$ cat config.mk
export PLATFORM = sky130hd
export DESIGN_NAME = slot_arbiter
export DESIGN_NICKNAME = d
export VERILOG_FILES = /design/src/rtl/slot_arbiter_pkg.sv /design/src/rtl/slot_prio_pick.sv /design/src/rtl/blit_yield_ctr.sv /design/src/rtl/slot_arbiter.sv
export SDC_FILE = /design/constraint.sdc
export NUM_CORES = 1
export LEC_CHECK = 0
export ABC_AREA = 1
export BUFFER_PORTS_ARGS = -buffer_cell sky130_fd_sc_hd__buf_4
export CORE_AREA = 3 3 40 42
export DETAILED_ROUTE_END_ITERATION = 7
export DIE_AREA = 0 0 43 45
export PLACE_DENSITY = 0.47
export SLEW_MARGIN = 25
export SYNTH_ARGS = -nofsm -noshare
export SYNTH_HDL_FRONTEND = slang
export SYNTH_HIERARCHICAL = 1
export SYNTH_SLANG_ARGS = --single-unit
$ cat constraint.sdc
create_clock -name clk -period 1.5 [get_ports clk]
set_input_delay 0.15 -clock clk [delete_from_list [all_inputs] [get_ports clk]]
set_output_delay 0.15 -clock clk [all_outputs]
set_load 0.02 [all_outputs]
$ cat src/rtl/slot_arbiter_pkg.sv
package slot_arbiter_pkg;
  localparam int NUM_REQ = 4;
  // requester index doubles as priority rank (0 = highest)
  typedef enum logic [1:0] {
    RQ_DISP = 2'd0,
    RQ_COP  = 2'd1,
    RQ_BLIT = 2'd2,
    RQ_CPU  = 2'd3
  } req_idx_e;
endpackage

$ cat src/rtl/slot_prio_pick.sv
module slot_prio_pick
  import slot_arbiter_pkg::*;
#(
  parameter int N = NUM_REQ
) (
  input  logic [N-1:0] req,
  input  logic         yield_due,
  output logic [N-1:0] pick,
  output logic         blit_win,
  output logic         yield_take
);
  logic [N-1:0] eff;
  logic         found;

  always_comb begin
    eff = req;
    yield_take = yield_due && req[RQ_BLIT] && !req[RQ_DISP] && !req[RQ_COP];
    if (yield_due) eff[RQ_BLIT] = 1'b0;
    pick  = '0;
    found = 1'b0;
    for (int i = 0; i < N; i++) begin
      if (eff[i] && !found) begin
        pick[i] = 1'b1;
        found   = 1'b1;
      end
    end
    blit_win = pick[RQ_BLIT];
  end
endmodule

$ cat src/rtl/blit_yield_ctr.sv
module blit_yield_ctr #(
  parameter int YIELD_PERIOD = 4,
  localparam int CW = (YIELD_PERIOD > 2) ? $clog2(YIELD_PERIOD) : 1
) (
  input  logic clk,
  input  logic rst,
  input  logic slot_stb,
  input  logic req_blit,
  input  logic blit_prio,
  input  logic blit_win,
  input  logic yield_take,
  output logic yield_due
);
  localparam logic [CW-1:0] LAST = CW'(YIELD_PERIOD - 1);
  logic [CW-1:0] run_q;

  assign yield_due = !blit_prio && (run_q == LAST);

  always_ff @(posedge clk) begin
    if (rst) begin
      run_q <= '0;
    end else if (slot_stb) begin
      if (!req_blit || yield_take || blit_prio) run_q <= '0;
      else if (blit_win) run_q <= run_q + 1'b1;
    end
  end


  run_bound_chk: assert property (@(posedge clk) disable iff (rst)
    run_q <= LAST);


  run_clear_chk: assert property (@(posedge clk) disable iff (rst)
    (slot_stb && !req_blit) |=> (run_q == '0));
endmodule

$ cat src/rtl/slot_arbiter.sv
module slot_arbiter
  import slot_arbiter_pkg::*;
#(
  parameter int YIELD_PERIOD = 4
) (
  input  logic       clk,
  input  logic       rst,
  input  logic       slot_stb,
  input  logic       req_disp,
  input  logic       req_cop,
  input  logic       req_blit,
  input  logic       req_cpu,
  input  logic       blit_prio,
  output logic [3:0] grant
);
  logic [NUM_REQ-1:0] req_vec;
  logic [NUM_REQ-1:0] pick;
  logic               blit_win;
  logic               yield_take;
  logic               yield_due;

  assign req_vec = {req_cpu, req_blit, req_cop, req_disp};

  slot_prio_pick #(.N(NUM_REQ)) u_pick (
    .req        (req_vec),
    .yield_due  (yield_due),
    .pick       (pick),
    .blit_win   (blit_win),
    .yield_take (yield_take)
  );

  blit_yield_ctr #(.YIELD_PERIOD(YIELD_PERIOD)) u_ctr (
    .clk        (clk),
    .rst        (rst),
    .slot_stb   (slot_stb),
    .req_blit   (req_blit),
    .blit_prio  (blit_prio),
    .blit_win   (blit_win),
    .yield_take (yield_take),
    .yield_due  (yield_due)
  );

  always_ff @(posedge clk) begin
    if (rst)           grant <= '0;
    else if (slot_stb) grant <= pick;
  end


  grant_onehot_chk: assert property (@(posedge clk) disable iff (rst)
    $onehot0(grant));


  grant_hold_chk: assert property (@(posedge clk) disable iff (rst)
    !slot_stb |=> $stable(grant));


  disp_first_chk: assert property (@(posedge clk) disable iff (rst)
    (slot_stb && req_disp) |=> (grant == 4'b0001));


  prio_no_yield_chk: assert property (@(posedge clk) disable iff (rst)
    (slot_stb && blit_prio && req_blit && !req_disp && !req_cop)
      |=> (grant == 4'b0100));


  no_req_idle_chk: assert property (@(posedge clk) disable iff (rst)
    (slot_stb && !req_disp && !req_cop && !req_blit && !req_cpu)
      |=> (grant == 4'b0000));
endmodule

==> flow_metrics.tcl <==
set metrics [dict create \
    drv_cap 0 \
    die_h_um 45 \
    clk_latency_ps 250 \
    grt_pass1_vias 306 \
    drive_gt1_share_pct 26.4 \
    regToRegSetupSlack_ps 180 \
    cp.arrival_ps 1460 \
    finalHoldViolCount 0 \
    cts_tree "yes" \
    placement.cell_area_um2 447 \
    postRouteAntennaNets 0 \
    root_buffer "clkbuf_4" \
    io_pins 12 \
    cts-resized-gates 0 \
    die-area_um2 1940 \
    setup_violations 0 \
    grt-ovfl-total 0 \
    rsz0062_at_grt "no" \
    start_util_pct 28.9 \
    syn_area_um2 372 \
    synth_compound_area_share_pct 2.69 \
    via_per_inst 4.20 \
    pre_cts_ws_ps 186 \
    synth_seq_area_share_pct 32.3 \
    slew_violations 0 \
    synthToLayoutAreaGrowth_pct 26.3 \
    maxSlewHeadroom_pct 87.7 \
    wire_per_inst_um 7.71 \
    numCtsBuffers 3 \
    drt-total-wl_um 671 \
    clock_path_buffers 2 \
    avgSynthCellArea_um2 6.09 \
    yosys-mux-area-fraction_pct 0 \
    antennaDiodeCount 0 \
    portBuffers 11 \
    gp_congestion 0.658 \
    netlist_instances 61 \
    design.core.area_um2 1280 \
    required_ps 1640 \
    crit_start "u_ctr/run_q[0]" \
    setup_ws_ps 185 \
    max_slew.worst_pin.slew_ps 184 \
    hold_class "input port to register" \
    n_fill_cell 156 \
    clkTransAtPathRegs_ps 50 \
    mostFrequentLayoutCell "nor2_1" \
    fin_util_pct 36.5 \
    synthSimpleGateAreaFrac_pct 40.4 \
    final_cell_count_no_fill 87 \
    fmax_mhz 760 \
    fin_nets 83 \
    timing.rr.end "u_ctr/run_q[1]" \
    drcViolationCount 0 \
    htreeDepth 1 \
    synth_top_family_by_area "simple AND/OR/NAND/NOR gates" \
    grt_antenna_before_repair 0 \
    yosys_warnings 6 \
    worstSetupEndpointType "register" \
    outcome "complete, no violations" \
    dr_total_vias 365 \
    crit_fanout 4 \
    met1_usage_pct 8.96 \
    fin_tns_setup_ps 0 \
    grt_pass1_wl_mm 1.15 \
    final_cell_mix "nor2_1 (15), inv_1 (13), nand2_1 (12)" \
    place_inst 84 \
    post_cts_buffers 0 \
    skew_ps 2.12 \
    min_period_over_period_pct 87.7 \
    reg2reg_depth 10 \
    grt_util_all_layers_pct 8.17 \
    design_area_um2 469 \
    grt_max_degree 13 \
    synth_adder_area_share_pct 3.37 \
    path_class "register to register" \
    leakage_nw 0.251 \
    whs_ps 160 \
    synth_xor_area_share_pct 0 \
    die_w_um 43 \
    drt_iter0_markers 11 \
    synth.distinct_cells 12 \
    irDropWorstVdd_mv 0.618 \
    fin_crit_ps 1320 \
    use_met3_pct 6.37 \
    top_usage_layer "met2" \
    cts_sinks 6 \
    firstDrtPassIters 4 \
    rows 13 \
    met2_usage_pct 12.6 \
    finalPower_uw 408 \
    ys_ff_latch 6 \
    powerDensity_nw_per_um2 871 \
    crit_path_end "u_ctr/run_q[1]" \
    start_kind "register" \
    mappedNetlistNets 70 \
    worst_r2r_startpoint "u_ctr/run_q[0]" \
    ctsHoldBuffers 0 \
]
## per-layer routing
metal,share of wire [%],wire length [µm],vias to the layer above
met1,46,306,158
met5,0,0,-
met4,0,0,0
met3,12,80,0
met2,42,284,10
li1,-,-,197
## cells by family after synthesis
logic type / after synthesis
AO/OA/AOI/OAI: 2
flip-flops: 6
buffers and inverters: 17
adder cells (fa/ha/maj): 1
AND/OR/NAND/NOR: 35
## cells in the mapped netlist (all sizes together)
master	instances	area, µm²
inv	14	52.6
nor2	18	75.1
nand2	12	45.0
dfxtp	6	120
nand3	5	30.0
a21oi	2	10.0
buf	3	26.3
ha	1	12.5
## worst min path at each step
stage | start | end | slack (ps) | cells past startpoint
after floorplan | rst | grant[0] | 300 | 3
after global placement | rst | grant[3] | 420 | 4
after detailed placement | rst | u_ctr/run_q[0] | 420 | 4
after CTS | rst | u_ctr/run_q[0] | 150 | 4
after global routing | rst | u_ctr/run_q[0] | 170 | 4
final | rst | u_ctr/run_q[0] | 160 | 4
## flip-flops by register name, summed over array words and instances, names as in the netlist
signal       cells
u_ctr/run_q      2
grant            4
## where the power goes
| part | switching (mW) | internal [mW] | total (mW) | leakage (nW) |
|---|---|---|---|---|
| Sequential | 0.00563 | 0.170 | 0.176 | 0.0496 |
| Combinational | 0.0429 | 0.0371 | 0.0800 | 0.187 |
| Clock | 0.0617 | 0.0907 | 0.152 | 0.0138 |
## final cells by class
cell class	instances	area, µm²	area share, %
Timing Repair Buffer	11	82.6	17.6
Inverter	14	52.6	11.2
Clock buffer	3	22.5	4.80
Tap cell	15	18.8	4.00
Sequential cell	6	120	25.6
Multi-Input combinational cell	38	173	36.8
## critical path, cell delays in order, from the launching register on
cell and delay (ps):
dfxtp_1 360, ha_1 160, inv_1 40, nor2_1 150
inv_1 60, nor2_1 100, inv_1 80, nand3_2 100
nand3_1 70, nand2_1 60, nor2_1 30
No activity file was read; power rests on OpenSTA's default activity.
